`src/rtl/pterm_pkg.sv`:
```
package pterm_pkg;
  localparam int LIT_W = 2;

  typedef enum logic [1:0] {
    XSEL_ZERO = 2'd0,
    XSEL_ONE  = 2'd1,
    XSEL_TERM = 2'd2,
    XSEL_RSVD = 2'd3
  } xsel_e;
endpackage

```
`src/rtl/pterm_and.sv`:
```
module pterm_and #(
  parameter int N_IN = 40
) (
  input  logic [N_IN-1:0]                   in_vec,
  input  logic [N_IN*pterm_pkg::LIT_W-1:0]  lit,
  output logic                              term
);
  logic [N_IN-1:0] lit_ok;

  // each literal passes unless its required level is absent
  for (genvar j = 0; j < N_IN; j++) begin : g_lit
    logic need_hi;
    logic need_lo;
    assign need_hi   = lit[j*pterm_pkg::LIT_W];
    assign need_lo   = lit[j*pterm_pkg::LIT_W + 1];
    assign lit_ok[j] = ~(need_hi & ~in_vec[j]) & ~(need_lo & in_vec[j]);
  end

  assign term = &lit_ok;
endmodule

```
`src/rtl/pterm_sum.sv`:
```
module pterm_sum #(
  parameter int NUM_PT = 5,
  parameter int N_RGN  = 16
) (
  input  logic [NUM_PT-1:0] pt,
  input  logic [NUM_PT-1:0] to_sum,
  input  logic [N_RGN-1:0]  rgn_in,
  input  logic [N_RGN-1:0]  rgn_or,
  input  logic              casc_in,
  output logic              sum,
  output logic [NUM_PT-1:0] ctrl
);
  logic [NUM_PT-1:0] routed;
  logic [N_RGN-1:0]  rgn_hit;

  for (genvar t = 0; t < NUM_PT; t++) begin : g_steer
    assign routed[t] = pt[t] & to_sum[t];
    assign ctrl[t]   = pt[t] & ~to_sum[t];
  end

  assign rgn_hit = rgn_in & rgn_or;
  assign sum     = (|routed) | (|rgn_hit) | casc_in;
endmodule

```
`src/rtl/pterm_xor_fold.sv`:
```
module pterm_xor_fold #(
  parameter int NUM_PT = 5,
  parameter int IDX_W  = 3
) (
  input  logic [NUM_PT-1:0] pt,
  input  logic              sum,
  input  logic [1:0]        xor_mode,
  input  logic [IDX_W-1:0]  xor_idx,
  input  logic [IDX_W-1:0]  fold_idx,
  output logic              xor_out,
  output logic              fold_out
);
  import pterm_pkg::*;

  logic  xor_term;
  logic  fold_term;
  logic  operand;
  xsel_e mode;

  // out-of-range indices pick nothing, leaving a 0 term
  always_comb begin
    xor_term  = 1'b0;
    fold_term = 1'b0;
    for (int t = 0; t < NUM_PT; t++) begin
      if (xor_idx == IDX_W'(t))  xor_term  = pt[t];
      if (fold_idx == IDX_W'(t)) fold_term = pt[t];
    end
  end

  assign mode = xsel_e'(xor_mode);

  always_comb begin
    case (mode)
      XSEL_ONE:  operand = 1'b1;
      XSEL_TERM: operand = xor_term;
      default:   operand = 1'b0;
    endcase
  end

  assign xor_out  = sum ^ operand;
  assign fold_out = ~fold_term;
endmodule

```
`src/rtl/pterm_macrocell.sv`:
```
module pterm_macrocell #(
  parameter int N_GLB  = 24,
  parameter int N_RGN  = 16,
  parameter int NUM_PT = 5,
  parameter int N_IN   = N_GLB + N_RGN,
  parameter int IDX_W  = $clog2(NUM_PT + 1)
) (
  input  logic [N_GLB-1:0]                         glb_in,
  input  logic [N_RGN-1:0]                         rgn_in,
  input  logic                                     casc_in,
  input  logic [NUM_PT*N_IN*pterm_pkg::LIT_W-1:0]  cfg_lit,
  input  logic [NUM_PT-1:0]                        cfg_to_sum,
  input  logic [N_RGN-1:0]                         cfg_rgn_or,
  input  logic [1:0]                               cfg_xor_mode,
  input  logic [IDX_W-1:0]                         cfg_xor_pt,
  input  logic [IDX_W-1:0]                         cfg_fold_pt,
  output logic                                     xor_out,
  output logic                                     casc_out,
  output logic [NUM_PT-1:0]                        ctrl_pt,
  output logic                                     fold_out
);
  localparam int TERM_CFG_W = N_IN * pterm_pkg::LIT_W;

  logic [N_IN-1:0]   in_vec;
  logic [NUM_PT-1:0] pt;
  logic              sum;

  assign in_vec = {rgn_in, glb_in};

  for (genvar t = 0; t < NUM_PT; t++) begin : g_term
    pterm_and #(.N_IN(N_IN)) i_and (
      .in_vec (in_vec),
      .lit    (cfg_lit[t*TERM_CFG_W +: TERM_CFG_W]),
      .term   (pt[t])
    );
  end

  pterm_sum #(.NUM_PT(NUM_PT), .N_RGN(N_RGN)) i_sum (
    .pt      (pt),
    .to_sum  (cfg_to_sum),
    .rgn_in  (rgn_in),
    .rgn_or  (cfg_rgn_or),
    .casc_in (casc_in),
    .sum     (sum),
    .ctrl    (ctrl_pt)
  );

  pterm_xor_fold #(.NUM_PT(NUM_PT), .IDX_W(IDX_W)) i_xf (
    .pt       (pt),
    .sum      (sum),
    .xor_mode (cfg_xor_mode),
    .xor_idx  (cfg_xor_pt),
    .fold_idx (cfg_fold_pt),
    .xor_out  (xor_out),
    .fold_out (fold_out)
  );

  assign casc_out = sum;
endmodule

```
`config.mk`:
```
export PLATFORM = sky130hd
export DESIGN_NAME = pterm_macrocell
export DESIGN_NICKNAME = d
export VERILOG_FILES = /design/src/rtl/pterm_pkg.sv /design/src/rtl/pterm_and.sv /design/src/rtl/pterm_sum.sv /design/src/rtl/pterm_xor_fold.sv /design/src/rtl/pterm_macrocell.sv
export SDC_FILE = /design/constraint.sdc
export NUM_CORES = 1
export LEC_CHECK = 0
export ABC_AREA = 1
export BUFFER_PORTS_ARGS = -buffer_cell sky130_fd_sc_hd__buf_4
export CAP_MARGIN = 20
export CORE_AREA = 8 8 177 179
export DETAILED_ROUTE_END_ITERATION = 12
export DIE_AREA = 0 0 185 187
export GPL_TIMING_DRIVEN = 1
export PLACE_DENSITY = 0.48
export RECOVER_POWER = 25
export SLEW_MARGIN = 25
export SYNTH_ARGS = -nofsm -noshare
export SYNTH_HDL_FRONTEND = slang
export SYNTH_HIERARCHICAL = 1
export SYNTH_SLANG_ARGS = --single-unit
```
`constraint.sdc`:
```
create_clock -name vclk -period 1.3
set_input_delay 0.13 -clock vclk [all_inputs]
set_output_delay 0.13 -clock vclk [all_outputs]
set_load 0.02 [all_outputs]
```
==> results of run 1 <==
-- power by group --
| group | switching [mW] | internal, mW | total [mW] |
|---|---|---|---|
| sequential | 0 | 0 | 0 |
| combinational | 1.10 | 1.49 | 2.60 |
| clock | 0 | 0 | 0 |
-- cells by family (layout without fill, tap and decap cells) --
group,Yosys count,in the layout
adder cells (fa/ha/maj),2,2
buffers and inverters,219,752
AO/OA/AOI/OAI,121,121
AND/OR/NAND/NOR,620,620
-- worst max-delay path: cells and delay by family --
kind / cells / cell delay [ns]
AO/OA/AOI/OAI: 1 / 0.11
AND/OR/NAND/NOR: 14 / 1.20
buffers and inverters: 3 / 0.30
-- area by class of cell --
class	instances	area, um2	area share
Multi-Input combinational cell	743	3547	0.3826
Timing Repair Buffer	533	4413	0.4760
Inverter	219	830.8	0.08961
Tap cell	384	480.5	0.05182
-- per-layer routing --
layer / wire length, um / vias up
li1: - / 3881
met1: 11700 / 3061
met2: 16540 / 316
met3: 3220 / 22
met4: 444 / 2
met5: 13 / -
-- what timing repair did --
| item | CTS | global route |
|---|---|---|
| gates resized for setup | 179 | 133 |
| setup buffers | 10 | 4 |
| hold buffers | 0 | 0 |
| gates cloned | 0 | 5 |
| setup endpoints to repair | 8 | 8 |
| pin swaps | 104 | 102 |
-- path summary, 6_finish.rpt --
check	from	endpoint	slack [ns]	depth (start not counted)
setup / recovery	rgn_in[7]	xor_out	-0.60	18
hold / removal	cfg_to_sum[3]	ctrl_pt[3]	0.51	3
-- per-stage QoR --
step,worst slack [ns],setup TNS [ns],hold WS (ns)
final,-0.5993,-3.026,0.5059
after global routing,-0.7917,-3.933,0.5194
after CTS,-0.6107,-3.148,0.5323
after detailed placement,-1.000,-5.613,0.5306
after global placement,-1.008,-5.629,0.5277
after floorplan,-0.07585,-0.07585,0.3398
-- Yosys cell counts (all sizes together) --
master	number
a31oi	1
o211ai	1
nand2	467
inv	217
nand3	8
nand3b	1
clkinv	2
nor2	142
ha	2
nand4	2
a21boi	1
a21oi	2
o21ai	116
==> impl_metrics.ini, run 1 <==
[global_routing]
grt_max_degree = 12
use_met1 = 0.1764
grt_first_pass_wirelength_um = 45110
grt_pass1_vias = 7746
top_usage_layer = met2
antenna_found_initial = 1
grt_use_met3 = 0.05439
track_usage = 0.1696
met2_usage = 0.3291
grt_overflow = 0

[synthesis]
synth_mux_area_frac = 0
synth_top_cell_by_area = nand2_1
ys_seq_area_frac = 0
yosys.area_share.simple = 0.6165
synthAdderAreaFrac = 0.006562
synth_top_family_by_area = simple AND/OR/NAND/NOR gates
synth_fp_nets = 1434
synth-compound-area-share = 0.1614
synth_area_leaders = nand2_1 46%, inv_1 21%, o21ai_0 15%
yosys_warnings = 6
netlist_area_mm2 = 0.003814
synth_cell_types = 16
synthCells = 962
synth.top_cell.area_share = 0.4587
synth_xor_xnor_area_share = 0
avgSynthCellArea_um2 = 3.964

[floorplanning]
ios = 478
die_area_mm2 = 0.03460
core_mm2 = 0.02839
die_w_um = 185
num_rows = 62
chipHeight_um = 187
start_util = 0.1343

[layout]
clock_buffers = 0
drive_gt1_frac = 0.4575
postLayoutCellArea_mm2 = 0.009271
syn2layout_area_growth_pct = 143.1
fin_util = 0.3265
seq_area_um2 = 0
n_sequential_cell = 0
fillers = 3290
layout_common_cells = 457 x buf_4, 408 x nand2_1, 206 x inv_1
layout_commonest_cell = buf_4
diodes = 0
nets = 1969
post_layout_nonfiller_instances = 1879

[timing]
worst_pin_slew_ns = 0.2880
hold_viol_final = 0
slew_headroom = 0.8059
slew_violations = 0
setup_slack_ns = -0.5993
min_period_ns = 1.899
setup_violations = 8
fmax_ghz = 0.5265
fin_crit_sh = 1.461
rsz0062_at_grt = yes

[status]
violations = negative setup slack
status = complete, but fails checks

[critical_path]
end_kind = primary output
crit_top_cell = nand2_1
crit_type = input pin to primary output
path_max_fanout = 10
slowest_delay_ns = 0.17
required_ns = 1.17
cpMaxStageDelayCell = nor2_2
arrival_ns = 1.77
cp_cell_sequence = buf_6 > nand2_1 > o21ai_1 > nor2_2 > nand2_1 > nor2_2 > nand2_2 > nor2_4 > nand2_1 > nand2_1 > nor2_1 > nand2_1 > nor2_2 > nand2_2 > inv_1 > nand3_1 > nand2_2 > buf_6
cp-start-kind = input pin

[place]
port_buffers = 478
placed_cells = 1863
placed_area_mm2 = 0.008213
hpwl_um = 28980
gp_congestion = 0.9053

[drt]
drt-pass1-iter-count = 6
routed_wl_um = 31920
drc_errors = 0
vias = 7282
drt_iter0_drc = 231
antenna_left = 0
routed_via_density = 3.875
avgRoutedWirePerCell_um = 16.99

[worst_hold_path]
hp-class = input pin to primary output

[run]
max_cap_violations = 0

[power_and_ir_drop]
fin_total_pwr_mw = 2.598
p_leak_nw = 5.497
ir_drop_v = 0.0001287
power_density_mw_per_mm2 = 280.2
(Power assumes the default switching activity.)
==> run 2, diff against run 1 <==
--- a/config.mk
+++ b/config.mk
@@ -8,11 +8,14 @@
 export ABC_AREA = 1
 export BUFFER_PORTS_ARGS = -buffer_cell sky130_fd_sc_hd__buf_4
 export CAP_MARGIN = 20
-export CORE_AREA = 8 8 177 179
+export CELL_PAD_IN_SITES_DETAIL_PLACEMENT = 0
+export CELL_PAD_IN_SITES_GLOBAL_PLACEMENT = 1
+export CORE_AREA = 8 8 178 180
 export DETAILED_ROUTE_END_ITERATION = 12
-export DIE_AREA = 0 0 185 187
+export DIE_AREA = 0 0 186 188
 export GPL_TIMING_DRIVEN = 1
-export PLACE_DENSITY = 0.48
+export MAX_ROUTING_LAYER = met4
+export PLACE_DENSITY = 0.72
 export RECOVER_POWER = 25
 export SLEW_MARGIN = 25
 export SYNTH_ARGS = -nofsm -noshare
==> run 2 against run 1 <==
Against the previous run:
- the flow still finishes with violations (negative setup slack)
- fmax grew 3.2%
- utilization shrank 0.87 points
- hold slack gained 0.012 ns
- via count shrank 1.3%
- sequential share of layout area is the same
- sequential cell count is the same
- routed wire length shrank 3.0%
- critical endpoint unchanged
- largest cell class unchanged
- critical path type unchanged
- total power shrank 1.6%
- first-iteration DRC count shrank 5.6%
==> impl_metrics.ini, run 2 (synthesis results as in run 1) <==
[power_and_ir_drop]
switching_power_mw = 1.057
swShare = 0.4135
power_frac_seq = 0
pwr-share-comb = 1.000
ir_drop_v = 0.0001206
intPower_mw = 1.500
power_density_mw_per_mm2 = 277.4
clkPwrFrac = 0
p_leak_nw = 5.480

[critical_path]
end_kind = primary output
path_buf_inv = 4
cp_cell_sequence = buf_8 > buf_6 > nand2_2 > o21ai_1 > nor2_1 > nand2_1 > nor2_2 > nand2_2 > nor2_4 > inv_2 > nand2_1 > nand3_1 > nand3_1 > nand2_1 > nand2_2 > nand2_1 > nand2_1 > nand2_2 > buf_6
cp-start-kind = input pin
required_ns = 1.17
path_max_fanout = 9
cpMaxStageDelayCell = nor2_2
cp-startpoint = glb_in[14]
crit_top_cell = nand2_1
slowest_delay_ns = 0.17
crit_family = simple AND/OR/NAND/NOR gates
arrival_ns = 1.71
worst-path-stages = 19
crit_type = input pin to primary output

[drt]
vias = 7189
avgRoutedWirePerCell_um = 16.53
drt-pass1-iter-count = 4
routed_via_density = 3.838
antenna_left = 0
routed_wl_um = 30960
drt_iter0_drc = 218
drc_errors = 0

[floorplanning]
start_util = 0.1315
ios = 478
core_mm2 = 0.02901
chipHeight_um = 188
die_area_mm2 = 0.03497
num_rows = 63
die_w_um = 186

[layout]
drive_gt1_frac = 0.4383
n_sequential_cell = 0
diodes = 0
fillers = 3342
multi_input_area_mm2 = 0.003446
layout_commonest_cell = buf_4
syn2layout_area_growth_pct = 141.7
nets = 1957
seq_area_um2 = 0
layout_common_cells = 456 x buf_4, 417 x nand2_1, 201 x inv_1
clock_buffers = 0

[global_routing]
grt_first_pass_wirelength_um = 43620
grt_overflow = 0
track_usage = 0.1682
antenna_found_initial = 0
grt_max_degree = 12
grt_pass1_vias = 7667

[timing]
worst_pin_slew_ns = 0.2372
min_period_ns = 1.841
rsz0062_at_grt = yes
slew_headroom = 0.8408
fmax_ghz = 0.5433
slew_violations = 0
setup_tns_ns = -2.796
setup_slack_ns = -0.5406
hold_viol_final = 0
fin_hold_ws_ns = 0.5182
setup_violations = 8
fin_crit_sh = 1.416

[place]
gp_congestion = 0.9325
port_buffers = 478
hpwl_um = 27940

[worst_hold_path]
hold_start = cfg_to_sum[0]
hp-class = input pin to primary output
worstHoldPathCells = 3

[status]
violations = negative setup slack
status = complete, but fails checks

[run]
max_cap_violations = 0
## run 2: cell type report
cell class         instances  share of cell area
well taps                390             0.05293
repair buffers           521              0.4830
multi-input cells        743              0.3738
inverters                219             0.09026
## run 2: power groups by stage
stage          Combinational [mW]  Clock (mW)  Sequential [mW]
6_report                     2.56           0                0
5_1_grt                      2.83           0                0
4_1_cts                      2.53           0                0
3_5_place_dp                 2.25           0                0
3_3_place_gp                 2.23           0                0
2_1_floorplan               0.679           0                0
## run 2: routing by layer
layer | vias to the layer above | part of all wire | GRT usage
li1 | 3860 | - | -
met1 | 2986 | 0.36 | 0.1740
met2 | 316 | 0.51 | 0.3152
met3 | 27 | 0.10 | 0.04567
met4 | 0 | 0.020 | 0.02749
met5 | - | 0 | -
## run 2: path summary, 6_finish.rpt
path,end
setup / recovery,xor_out
hold / removal,ctrl_pt[0]
## run 2: what timing repair did
item | in CTS | in global routing
pin swaps | 94 | 65
setup buffers | 7 | 4
gates cloned | 7 | 1
endpoints found under the setup margin | 8 | 8
hold buffers | 0 | 0
resized for setup | 223 | 59
## run 2: metrics by stage
| stage | utilization | power [mW] | area, um2 | setup slack, ns | std cells |
|---|---|---|---|---|---|
| 2_1_floorplan | - | 0.6793 | 3851 | -0.07585 | 962 |
| 3_3_place_gp | 0.2807 | 2.233 | 8143 | -0.9727 | 1857 |
| 3_5_place_dp | 0.2807 | 2.247 | 8143 | -0.9667 | 1857 |
| 4_1_cts | 0.3113 | 2.530 | 9031 | -0.5960 | 1870 |
| 5_1_grt | 0.3178 | 2.833 | 9219 | -0.7105 | 1873 |
| 6_report | 0.3178 | 2.557 | 9219 | -0.5406 | 1873 |
## run 2: worst min-delay path, delay by kind of cell
| kind | cells | cell delay, ns |
|---|---|---|
| buffers and inverters | 2 | 0.22 |
| and+or+nand+nor | 1 | 0.04 |
==> run 3, diff against run 2 <==
==> constraint.sdc (replaced) <==
create_clock -name vclk -period 1.3
set_input_delay 0.195 -clock vclk [all_inputs]
set_output_delay 0.195 -clock vclk [all_outputs]
set_load 0.02 [all_outputs]
==> run 3 against run 2 <==
Against the previous run:
- the run still ends with negative setup slack left
- combinational power is 4% higher
- fmax shrank 8.2%
- routed wire length rose by 2.5%
- sequential cell count unchanged
- total power up 4.6%
- cell area is 2.9% higher
- via count rose by 1.4%
- die area did not move
- largest power group unchanged
- highest routed layer unchanged
==> impl_metrics.ini, run 3 (synthesis results as in run 1) <==
[floorplanning]
start_util = 0.1315
core_mm2 = 0.02901
die_area_mm2 = 0.03497
chipHeight_um = 188
die_w_um = 186
ios = 478
num_rows = 63

[critical_path]
path_max_fanout = 8
arrival_ns = 1.81
cp-start-kind = input pin
end_kind = primary output
crit_type = input pin to primary output
required_ns = 1.11

[drt]
antenna_left = 0
routed_via_density = 3.882
wl_met3_um = 2953
routed_wl_um = 31730
drc_errors = 0
drt-pass1-iter-count = 4
wl_met1_um = 11730
avgRoutedWirePerCell_um = 16.90
met2_length_um = 16400
top_layer = met4
drt_iter0_drc = 213
vias = 7287

[global_routing]
grt_first_pass_wirelength_um = 44090
antenna_found_initial = 1
grt_overflow = 0
grt_pass1_vias = 7702
grt_max_degree = 12
track_usage = 0.1702

[place]
hpwl_um = 28430
placed_area_mm2 = 0.008195
port_buffers = 478
gp_congestion = 0.8849

[layout]
n_sequential_cell = 0
layout_commonest_cell = buf_4
postLayoutCellArea_mm2 = 0.009482
clock_buffers = 0
layout_common_cells = 456 x buf_4, 401 x nand2_1, 204 x inv_1
fillers = 3318
multi_input_area_mm2 = 0.003654
syn2layout_area_growth_pct = 148.6
seq_area_um2 = 0
nets = 1960
drive_gt1_frac = 0.4711

[power_and_ir_drop]
power_density_mw_per_mm2 = 282.0
ir_drop_v = 0.0001151
p_leak_nw = 5.559

[worst_hold_path]
min_to = ctrl_pt[2]
hold_start = cfg_to_sum[2]
hp-class = input pin to primary output
worstHoldPathCells = 3

[timing]
fin_hold_ws_ns = 0.6482
hold_viol_final = 0
min_period_ns = 2.004
fmax_ghz = 0.4990
slew_headroom = 0.8333
fin_crit_sh = 1.542
setup_violations = 8
slew_violations = 0
rsz0062_at_grt = yes
worst_pin_slew_ns = 0.2483
setup_slack_ns = -0.7041

[clock_network]
hold_buffers = 0

[run]
max_cap_violations = 0

[status]
status = complete, but fails checks
violations = negative setup slack
run 3: cell type report:
type               count  share of cell area
well taps            390             0.05146
inverters            219             0.08762
diodes                 1           0.0002639
multi-input cells    743              0.3853
repair buffers       524              0.4753
run 3: routing by layer:
layer | vias up | global-route usage
li1 | 3870 | -
met5 | - | -
met2 | 330 | 0.3171
met4 | 0 | 0.02810
met1 | 3058 | 0.1823
met3 | 29 | 0.03813
run 3: where the power goes:
| part | total (mW) | switching [mW] | internal, mW | leakage [nW] |
|---|---|---|---|---|
| clock network | 0.000000103 | 0 | 0.000000103 | 0.00000634 |
| logic | 2.67 | 1.13 | 1.55 | 5.56 |
| registers | 0 | 0 | 0 | 0 |
run 3: worst max path at each step:
stage                          start  depth (start not counted)      end  slack, ns
after global routing       rgn_in[0]                         20  xor_out      -0.83
after floorplan           glb_in[15]                         16  xor_out      -0.21
after detailed placement   glb_in[3]                         20  xor_out      -1.02
final                      glb_in[1]                         17  xor_out      -0.70
after CTS                  glb_in[8]                         19  xor_out      -0.75
after global placement    glb_in[15]                         18  xor_out       -1.0
run 3: metrics by stage:
step                power [mW]  instances  setup slack [ns]    util  setup TNS (ns)
finish                   2.674       1877           -0.7041  0.3269          -3.698
global route             2.940       1877           -0.8254  0.3269          -4.572
CTS                      2.540       1872           -0.7462  0.3106          -4.427
detailed placement       2.275       1864            -1.016  0.2825          -6.039
global placement         2.261       1864           -0.9987  0.2825          -5.955
floorplan               0.6793        962           -0.2059       -         -0.3264
run 3: critical path, stage by stage:
cell	delay, ns
buf_4	0.14
buf_4	0.14
o21ai_0	0.17
nor2_1	0.07
nand2_1	0.12
nor2_4	0.06
nand2_2	0.08
nor2_4	0.06
buf_6	0.11
nand2_2	0.04
nand4_1	0.10
nor2_1	0.14
nand2_2	0.10
inv_2	0.06
nand3_2	0.05
nand2_2	0.07
buf_6	0.12
run 3: what timing repair did:
item / 4_1_cts / 5_1_grt
cloned: 6 / 3
pin swaps: 100 / 120
buffers inserted: 5 / 5
setup endpoints to repair: 8 / 8
resized for setup: 207 / 144
